### src/rtl/rsc_pkg.sv
package rsc_pkg;
  typedef enum logic [1:0] {
    POL_DYN  = 2'b00,
    POL_PART = 2'b01,
    POL_THR  = 2'b10,
    POL_BAD  = 2'b11
  } pol_e;
endpackage

### src/rtl/rsc_occupancy.sv
module rsc_occupancy #(
  parameter int NTHR  = 4,
  parameter int DEPTH = 32,
  parameter int CNTW  = 6,
  parameter int TIDW  = 2
) (
  input  logic            clk,
  input  logic            rst_n,
  input  logic            alloc_vld,
  input  logic [TIDW-1:0] alloc_tid,
  input  logic            retire_vld,
  input  logic [TIDW-1:0] retire_tid,
  output logic [CNTW-1:0] occ [NTHR],
  output logic [CNTW-1:0] total,
  output logic            alloc_err
);
  logic full, acc, ret, ret_nz;

  assign full = (total == CNTW'(DEPTH));
  assign acc  = alloc_vld && !full && (int'(alloc_tid) < NTHR);

  always_comb begin
    ret_nz = 1'b0;
    for (int i = 0; i < NTHR; i++)
      if (retire_tid == TIDW'(i) && occ[i] != '0) ret_nz = 1'b1;
  end

  // retiring an empty thread is ignored
  assign ret       = retire_vld && ret_nz;
  assign alloc_err = alloc_vld && full;

  for (genvar g = 0; g < NTHR; g++) begin : g_cnt
    logic up, dn;
    assign up = acc && (alloc_tid == TIDW'(g));
    assign dn = ret && (retire_tid == TIDW'(g));
    always_ff @(posedge clk or negedge rst_n) begin
      if (!rst_n) occ[g] <= '0;
      else        occ[g] <= occ[g] + CNTW'(up) - CNTW'(dn);
    end
  end

  always_ff @(posedge clk or negedge rst_n) begin
    if (!rst_n) total <= '0;
    else        total <= total + CNTW'(acc) - CNTW'(ret);
  end
endmodule

### src/rtl/rsc_cap_ctrl.sv
module rsc_cap_ctrl
  import rsc_pkg::*;
#(
  parameter int NTHR   = 4,
  parameter int DEPTH  = 32,
  parameter int THRESH = 12,
  parameter int CNTW   = 6
) (
  input  logic            clk,
  input  logic            rst_n,
  input  logic [1:0]      policy,
  input  logic [NTHR-1:0] active_mask,
  output logic [CNTW-1:0] caps [NTHR],
  output logic            policy_err
);
  localparam int ACW = $clog2(NTHR + 1);

  pol_e            pol, prev_pol;
  logic [NTHR-1:0] prev_mask;
  logic [CNTW-1:0] cap_d [NTHR];
  logic [CNTW-1:0] base, share;
  logic [ACW-1:0]  act_cnt;

  assign pol        = pol_e'(policy);
  assign policy_err = (pol == POL_BAD);

  always_comb begin
    act_cnt = '0;
    for (int i = 0; i < NTHR; i++) act_cnt = act_cnt + ACW'(active_mask[i]);
    share = '0;
    for (int k = 1; k <= NTHR; k++)
      if (act_cnt == ACW'(k)) share = CNTW'(DEPTH / k);
    case (pol)
      POL_PART: base = CNTW'(DEPTH / NTHR);
      POL_THR:  base = CNTW'(THRESH);
      default:  base = CNTW'(DEPTH);
    endcase
  end

  always_comb begin
    for (int i = 0; i < NTHR; i++) cap_d[i] = caps[i];
    if (pol != POL_BAD) begin
      if (pol != prev_pol)
        for (int i = 0; i < NTHR; i++) cap_d[i] = base;
      if (pol != prev_pol || active_mask != prev_mask) begin
        for (int i = 0; i < NTHR; i++) begin
          if (pol == POL_PART && active_mask[i] && act_cnt != '0)
            cap_d[i] = share;
          if (pol == POL_THR && active_mask[i] && act_cnt == ACW'(1))
            cap_d[i] = CNTW'(DEPTH);
        end
      end
    end
  end

  always_ff @(posedge clk or negedge rst_n) begin
    if (!rst_n) begin
      prev_pol  <= POL_DYN;
      prev_mask <= '0;
      for (int i = 0; i < NTHR; i++) caps[i] <= CNTW'(DEPTH);
    end else begin
      prev_pol  <= pol;
      prev_mask <= active_mask;
      for (int i = 0; i < NTHR; i++) caps[i] <= cap_d[i];
    end
  end
endmodule

### src/rtl/rsc_head_pick.sv
module rsc_head_pick #(
  parameter int NTHR = 4,
  parameter int CNTW = 6,
  parameter int SEQW = 16,
  parameter int TIDW = 2
) (
  input  logic [NTHR-1:0]      active_mask,
  input  logic [CNTW-1:0]      occ [NTHR],
  input  logic [NTHR*SEQW-1:0] head_seq,
  input  logic [NTHR-1:0]      head_rdy,
  output logic                 head_vld,
  output logic [TIDW-1:0]      head_tid,
  output logic [SEQW-1:0]      head_sn,
  output logic                 can_commit
);
  logic [NTHR-1:0] live;

  for (genvar g = 0; g < NTHR; g++) begin : g_live
    assign live[g] = active_mask[g] && (occ[g] != '0);
  end

  assign can_commit = |(live & head_rdy);

  always_comb begin
    head_vld = 1'b0;
    head_tid = '0;
    head_sn  = '0;
    for (int i = 0; i < NTHR; i++) begin
      if (live[i] && (!head_vld || head_seq[i*SEQW +: SEQW] < head_sn)) begin
        head_vld = 1'b1;
        head_tid = TIDW'(i);
        head_sn  = head_seq[i*SEQW +: SEQW];
      end
    end
  end
endmodule

### src/rtl/rob_share_ctrl.sv
module rob_share_ctrl #(
  parameter int NTHR   = 4,
  parameter int DEPTH  = 32,
  parameter int THRESH = 12,
  parameter int SEQW   = 16,
  localparam int CNTW  = $clog2(DEPTH + 1),
  localparam int TIDW  = (NTHR > 1) ? $clog2(NTHR) : 1
) (
  input  logic                 clk,
  input  logic                 rst_n,
  input  logic [1:0]           policy,
  input  logic [NTHR-1:0]      active_mask,
  input  logic                 alloc_vld,
  input  logic [TIDW-1:0]      alloc_tid,
  input  logic                 retire_vld,
  input  logic [TIDW-1:0]      retire_tid,
  input  logic [NTHR*SEQW-1:0] head_seq,
  input  logic [NTHR-1:0]      head_rdy,
  output logic [NTHR*CNTW-1:0] thr_occ,
  output logic [NTHR*CNTW-1:0] thr_free,
  output logic [CNTW-1:0]      free_total,
  output logic                 head_vld,
  output logic [TIDW-1:0]      head_tid,
  output logic [SEQW-1:0]      head_sn,
  output logic                 can_commit,
  output logic                 alloc_err,
  output logic                 policy_err
);
  logic [CNTW-1:0] occ  [NTHR];
  logic [CNTW-1:0] caps [NTHR];
  logic [CNTW-1:0] total;

  rsc_occupancy #(.NTHR(NTHR), .DEPTH(DEPTH), .CNTW(CNTW), .TIDW(TIDW)) u_occ (
    .clk(clk), .rst_n(rst_n),
    .alloc_vld(alloc_vld), .alloc_tid(alloc_tid),
    .retire_vld(retire_vld), .retire_tid(retire_tid),
    .occ(occ), .total(total), .alloc_err(alloc_err)
  );

  rsc_cap_ctrl #(.NTHR(NTHR), .DEPTH(DEPTH), .THRESH(THRESH), .CNTW(CNTW)) u_cap (
    .clk(clk), .rst_n(rst_n), .policy(policy), .active_mask(active_mask),
    .caps(caps), .policy_err(policy_err)
  );

  rsc_head_pick #(.NTHR(NTHR), .CNTW(CNTW), .SEQW(SEQW), .TIDW(TIDW)) u_head (
    .active_mask(active_mask), .occ(occ), .head_seq(head_seq), .head_rdy(head_rdy),
    .head_vld(head_vld), .head_tid(head_tid), .head_sn(head_sn),
    .can_commit(can_commit)
  );

  assign free_total = CNTW'(DEPTH) - total;

  for (genvar g = 0; g < NTHR; g++) begin : g_out
    assign thr_occ[g*CNTW +: CNTW]  = occ[g];
    assign thr_free[g*CNTW +: CNTW] = (caps[g] > occ[g]) ? caps[g] - occ[g] : '0;
  end
endmodule

### config.mk
export PLATFORM = sky130hd
export DESIGN_NAME = rob_share_ctrl
export DESIGN_NICKNAME = d
export VERILOG_FILES = /design/src/rtl/rsc_pkg.sv /design/src/rtl/rsc_occupancy.sv /design/src/rtl/rsc_cap_ctrl.sv /design/src/rtl/rsc_head_pick.sv /design/src/rtl/rob_share_ctrl.sv
export SDC_FILE = /design/constraint.sdc
export NUM_CORES = 1
export LEC_CHECK = 0
export BUFFER_PORTS_ARGS = -buffer_cell sky130_fd_sc_hd__buf_4
export CAP_MARGIN = 20
export CORE_MARGIN = 8
export CORE_UTILIZATION = 30
export CTS_CLUSTER_DIAMETER = 150
export DETAILED_ROUTE_END_ITERATION = 10
export PLACE_DENSITY = 0.45
export SYNTH_ARGS = -nofsm -noshare
export SYNTH_HDL_FRONTEND = slang
export SYNTH_HIERARCHICAL = 1
export SYNTH_SLANG_ARGS = --single-unit
### constraint.sdc
create_clock -name clk -period 23.1 [get_ports clk]
set_input_delay 4.62 -clock clk [delete_from_list [all_inputs] [get_ports clk]]
set_output_delay 4.62 -clock clk [all_outputs]
set_load 0.005 [all_outputs]
== Yosys cells after proc, flatten, opt, wreduce, memory -nomap -nowiden ==
Index checks and enable logic that the tools add are counted.

* Muxes and demuxes: 34
* Add/subtract/negate cells: 18
* Bitwise gates (word level): 1
* Eq/ne operators: 17
* Reductions and logical operators: 54
* $lt $le $gt $ge: 7

{| class="wikitable"
|+ Operators by type and width
! operator !! number
|-
| $mux W6 || 16
|-
| $mux W16 || 4
|-
| $lt A16 B16 Y1 || 3
|-
| $mux W24 || 2
|-
| $logic_and A1 B1 Y1 || 38
|-
| $add A6 B1 Y6 || 5
|-
| $sub A6 B1 Y6 || 5
|-
| $gt A6 B6 Y1 || 4
|-
| $reduce_bool A6 Y1 || 4
|-
| $sub A6 B6 Y6 || 4
|-
| $eq A2 B2 Y1 const B || 6
|-
| $pmux W6 S2 || 1
|-
| $mux W1 || 9
|-
| $add A3 B1 Y3 || 2
|-
| $eq A2 B1 Y1 const B || 3
|-
| $eq A3 B2 Y1 const B || 2
|-
| $eq A6 B6 Y1 const B || 1
|-
| $sub A6 B6 Y6 const A || 1
|-
| $and A4 B4 Y4 || 1
|-
| $logic_not A1 Y1 || 4
|-
| $logic_not A2 Y1 || 2
|-
| $logic_or A1 B1 Y1 || 4
|-
| $mux W2 || 2
|-
| $ne A4 B4 Y1 || 1
|-
| 7 further kinds || 7
|}

* Register bits: 60
* Word-level logic and storage cells: 142
* Output and inout port bits: 76

== Logic depth before layout (Yosys ltp) ==
* Depth after elaboration: 15
* Depth in mapped cells: 33

== Cells and area by module ==
The synthesis kept the hierarchy.

{| class="wikitable"
|+ Modules (own cells, without submodules)
! module !! area each (um^2) !! cells an instance !! instances
|-
| rsc_occupancy || 2108.3 || 207 || 1
|-
| rsc_head_pick || 2023.2 || 267 || 1
|-
| rsc_cap_ctrl || 1507.7 || 133 || 1
|-
| rob_share_ctrl || 1365.1 || 186 || 1
|}

== Worst setup path before layout ==
Ideal clock, no wire load.

* Path type: in2out
* Start: in active_mask[0]
* End: out head_sn[10]
* Path buffers: 7
* Stages: 31
* Slack: 8062 ps
* Data arrival time: 10418 ps
* Path through: o31a_1 > buf_2 > clkbuf_1 > nand2_1 > ha_1 > a211oi_1 > o21ai_1 > a21oi_1 > a22o_1 > buf_6 > buf_6 > mux2i_1 > inv_1 > ha_1 > a211o_1 > a211oi_1 > o221ai_1 > a311oi_1 > a21oi_4 > buf_4 > mux2i_1 > ha_1 > a21o_1 > a211oi_1 > nand2_1 > a31oi_1 > a2111oi_0 > a31oi_1 > buf_4 > buf_12 > mux2i_1

* Longest elaborated chain between the ends: 14
* Elaborated cells between the ends (all ways): 20
* Those cells by class: order compare (3); mux (7); reduce/logical (10)

{| class="wikitable"
|+ Ends and longest elaborated chain
! what !! line !! source
|-
| from (decl) || rob_share_ctrl.sv:12 || <nowiki>input logic [NTHR-1:0] active_mask,</nowiki>
|-
| $logic_and A1 B1 Y1 * || rsc_head_pick.sv:19 || <nowiki>assign live[g] = active_mask[g] && (occ[g] != '0);</nowiki>
|-
| $mux W16 / $mux W1 (equally long branches) || rsc_head_pick.sv:29 || <nowiki>if (live[i] && (!head_vld || head_seq[i*SEQW +: SEQW] < head_sn)) begin</nowiki>
|-
| $lt A16 B16 Y1 / $logic_not A1 Y1 (equally long branches) || rsc_head_pick.sv:29 ||
|-
| $logic_or A1 B1 Y1 || rsc_head_pick.sv:29 ||
|-
| $logic_and A1 B1 Y1 || rsc_head_pick.sv:29 ||
|-
| $mux W16 / $mux W1 (equally long branches) || rsc_head_pick.sv:29 ||
|-
| $lt A16 B16 Y1 / $logic_not A1 Y1 (equally long branches) || rsc_head_pick.sv:29 ||
|-
| $logic_or A1 B1 Y1 || rsc_head_pick.sv:29 ||
|-
| $logic_and A1 B1 Y1 || rsc_head_pick.sv:29 ||
|-
| $mux W16 / $mux W1 (equally long branches) || rsc_head_pick.sv:29 ||
|-
| $lt A16 B16 Y1 / $logic_not A1 Y1 (equally long branches) || rsc_head_pick.sv:29 ||
|-
| $logic_or A1 B1 Y1 || rsc_head_pick.sv:29 ||
|-
| $logic_and A1 B1 Y1 || rsc_head_pick.sv:29 ||
|-
| $mux W16 * || rsc_head_pick.sv:29 ||
|-
| to (decl) || rob_share_ctrl.sv:24 || <nowiki>output logic [SEQW-1:0] head_sn,</nowiki>
|}

Mark *: on every way between the ends. The rest lies on a longest branch, timed or not.

== Worst setup path in the final report ==
* Start: in active_mask[0]
* End: out head_sn[9]

Same word-level chain as after synthesis.

==> flow_summary.json <==
{
  "nets": 1158,
  "worst_r2r_path_depth": 15,
  "dp_cells": 1258,
  "status": "finished clean",
  "die_x_um": 169,
  "hold_path_class": "flop to flop",
  "maxCapViolCount": 0,
  "register_area_um2": 1510,
  "post-cts-setup-buffer-count": 0,
  "synth-async-reset-ratio_pct": 100,
  "period_minus_slack_ps": 16620,
  "synth_area_per_cell_um2": 8.83,
  "synth_fp_nets": 1001,
  "switching_share_pct": 43.0,
  "synth_ff_type": "dfrtp_1",
  "finalHoldViolCount": 0,
  "multiInputGateArea_um2": 4860,
  "ios": 158,
  "drcViolationCount": 0,
  "wire_per_inst_um": 16.6,
  "finalNonFillerCells": 1275,
  "cts.clk_slew.worst_paths_ps": 50,
  "viasPerCell": 4.79,
  "worst_slew_pin_slew_ps": 980,
  "synth_edf_count": 0,
  "fill_cells": 2375,
  "grt.busiest_layer": "met2",
  "syn_to_final_growth_pct": 26.5,
  "core_um2": 23200,
  "ys_ff_latch": 60,
  "antenna_found_initial": 2,
  "clk_latency_ps": 330,
  "clock_skew_ps": 5.55,
  "numCtsBuffers": 9,
  "grtUsageMet3_pct": 2.14,
  "ir_drop_uv": 75.4,
  "cpMaxStageDelayCell": "a22o_1",
  "r2r-start": "u_occ/total[2]",
  "yosysUniqueCellTypes": 74,
  "period_share_pct": 71.9,
  "synthCells": 793,
  "p_seq_share_pct": 19.5,
  "relSlewSlack_pct": 34.1,
  "endpoint_kind": "output port",
  "critPathKind": "input port to output port",
  "syn_area_um2": 7000,
  "rsz0062_at_grt": "false",
  "clkPwrFrac_pct": 15.9,
  "ctsHoldBuffers": 0,
  "use_met2_pct": 23.1,
  "dp_slack_ps": 6460,
  "grt_max_degree": 61,
  "gp_congestion": 0.807,
  "comb_power_share_pct": 64.6,
  "timing.rr.end": "u_occ/occ[4]",
  "synth-seq-area-share_pct": 21.5,
  "internal_power_mw": 0.573,
  "die_area_um2": 28500,
  "drive_above_1_share_pct": 22.3,
  "slew_viol_final": 0,
  "powerDensity_nw_per_um2": 114,
  "initial_core_util_pct": 30.2,
  "setup_tns_ps": 0,
  "layout_setup_ws_ps": 6480,
  "critPathBufInv": 4,
  "row_count": 56,
  "portBuffers": 157,
  "cts_tree": "done",
  "h-tree-depth": 3,
  "worstSetupStartpointType": "input port",
  "min_to": "u_cap/caps[12]",
  "path_max_fanout": 21,
  "crit_required_ps": 18480,
  "cpLargestDelayFamily": "compound AO/OA/AOI/OAI gates",
  "setup_viol": 0,
  "vias": 6103,
  "dpl.hpwl_um": 17700,
  "grt_overflow": 0,
  "ant_nets": 0,
  "clock-sinks": 60,
  "grt_pass1_wl_um": 34100,
  "die_height_um": 169,
  "root_buffer": "clkbuf_16",
  "cellLeakagePower_nw": 4.47,
  "r2r_slack_ps": 20060,
  "critPathArrivalTime_ps": 12000,
  "clockBufferDepth": 2,
  "gr-usage-all-layers_pct": 14.9,
  "firstDrtPassIters": 6,
  "grtUsageMet1_pct": 21.4,
  "drtIter0Drc": 279,
  "min_from": "u_cap/caps[12]",
  "wl_um": 21200,
  "yosysWarnings": 6,
  "cts.repair.resized": 0,
  "grt_pass1_vias": 6253,
  "holdPathStages": 1,
  "switching_power_mw": 0.432,
  "max_freq_ghz": 0.0602,
  "slowest_delay_ps": 830
}
## how the worst max path moves through the flow
| stage | startpoint | endpoint | slack, ps | depth (start not counted) |
|---|---|---|---|---|
| 2_1_floorplan | active_mask[0] | head_sn[10] | 8060 | 31 |
| 3_3_place_gp | active_mask[0] | head_sn[9] | 6650 | 27 |
| 3_5_place_dp | active_mask[0] | head_sn[9] | 6460 | 27 |
| 4_1_cts | active_mask[0] | head_sn[9] | 6460 | 27 |
| 5_1_grt | active_mask[0] | head_sn[8] | 5880 | 27 |
| 6_report | active_mask[0] | head_sn[9] | 6480 | 27 |
## through the flow
step | area, um2 | hold slack (ps) | util (%) | total power [mW]
2_1_floorplan | 7000 | 454 | - | 0.626
3_3_place_gp | 8500 | 472 | 36.7 | 0.855
3_5_place_dp | 8500 | 475 | 36.7 | 0.854
4_1_cts | 8850 | 490 | 38.2 | 1.02
5_1_grt | 8860 | 498 | 38.2 | 1.11
6_report | 8860 | 485 | 38.2 | 1.01
## cells by family after synthesis
| kind of cell | after synthesis | share of synthesized area, % |
|---|---|---|
| mux | 51 | 7.29 |
| buf+inv | 158 | 9.15 |
| xor+xnor | 34 | 4.25 |
| simple gates | 170 | 12.8 |
| flops | 60 | 21.5 |
| fa+ha+maj | 126 | 23.6 |
| compound gates | 194 | 21.4 |
## cell usage in the layout, fill, tap and decap left out, types with 9 or more instances in the layout
| cell type | synthesis | routed |
|---|---|---|
| a211oi_1 | 9 | 9 |
| a211oi_2 | 9 | 9 |
| a21o_1 | 22 | 22 |
| a21oi_1 | 38 | 38 |
| buf_4 | 2 | 158 |
| clkbuf_16 | 0 | 9 |
| dfrtp_1 | 56 | 56 |
| fa_1 | 10 | 10 |
| ha_1 | 116 | 116 |
| inv_1 | 145 | 145 |
| mux2i_1 | 51 | 51 |
| nand2_1 | 38 | 38 |
| nand3_1 | 9 | 9 |
| nand4_1 | 9 | 9 |
| nor2_1 | 36 | 36 |
| nor2b_1 | 14 | 14 |
| nor3_1 | 21 | 21 |
| o21ai_0 | 23 | 23 |
| o31ai_1 | 9 | 9 |
| xnor2_1 | 15 | 15 |
| xor2_1 | 19 | 19 |
## synthesized netlist by cell type (8+ instances only)
cell	instances	area, um2
a21o_1	22	165
mux2i_1	51	510
o2bb2ai_1	8	70.1
nand2_1	38	143
nand3_1	9	45.0
ha_1	116	1450
a21oi_1	38	190
inv_1	145	544
and2_1	8	50.1
a211oi_2	9	113
nor3_1	21	105
o21a_1	8	60.1
nor2b_1	14	87.6
fa_1	10	200
a211oi_1	9	67.6
o31ai_1	9	67.6
nand4_1	9	56.3
o21ai_0	23	115
nor3b_1	8	60.1
nor2_1	36	135
dfrtp_1	56	1400
xnor2_1	15	131
xor2_1	19	166
## per-layer routing
| metal | vias up | share of wire, % |
|---|---|---|
| met3 | 10 | 5.3 |
| met5 | - | 0 |
| met2 | 146 | 44 |
| met1 | 2812 | 50 |
| met4 | 0 | 0.80 |
| li1 | 3135 | - |
## power groups by stage
stage	clock [mW]	sequential (mW)	combinational (mW)
6_report	0.160	0.196	0.650
5_1_grt	0.167	0.204	0.744
4_1_cts	0.164	0.198	0.659
3_5_place_dp	0	0.200	0.654
3_3_place_gp	0	0.201	0.654
2_1_floorplan	0	0.180	0.446
## flip-flops by register name, summed over array words and instances (netlist names)
| register | flops |
|---|---|
| u_occ/total | 6 |
| u_cap/caps | 24 |
| u_occ/occ | 24 |
| u_cap/prev_mask | 4 |
| u_cap/prev_pol | 2 |
## area by class of cell
| class | instances | share of cell area (%) |
|---|---|---|
| Multi-Input combinational cell | 575 | 54.9 |
| Sequential cell | 60 | 17.0 |
| Timing Repair Buffer | 158 | 13.4 |
| Inverter | 146 | 6.19 |
| Tap cell | 319 | 4.51 |
| Clock buffer | 12 | 2.90 |
| Clock inverter | 4 | 1.07 |
| Antenna cell | 1 | 0.0283 |
(Power assumes the default switching activity.)
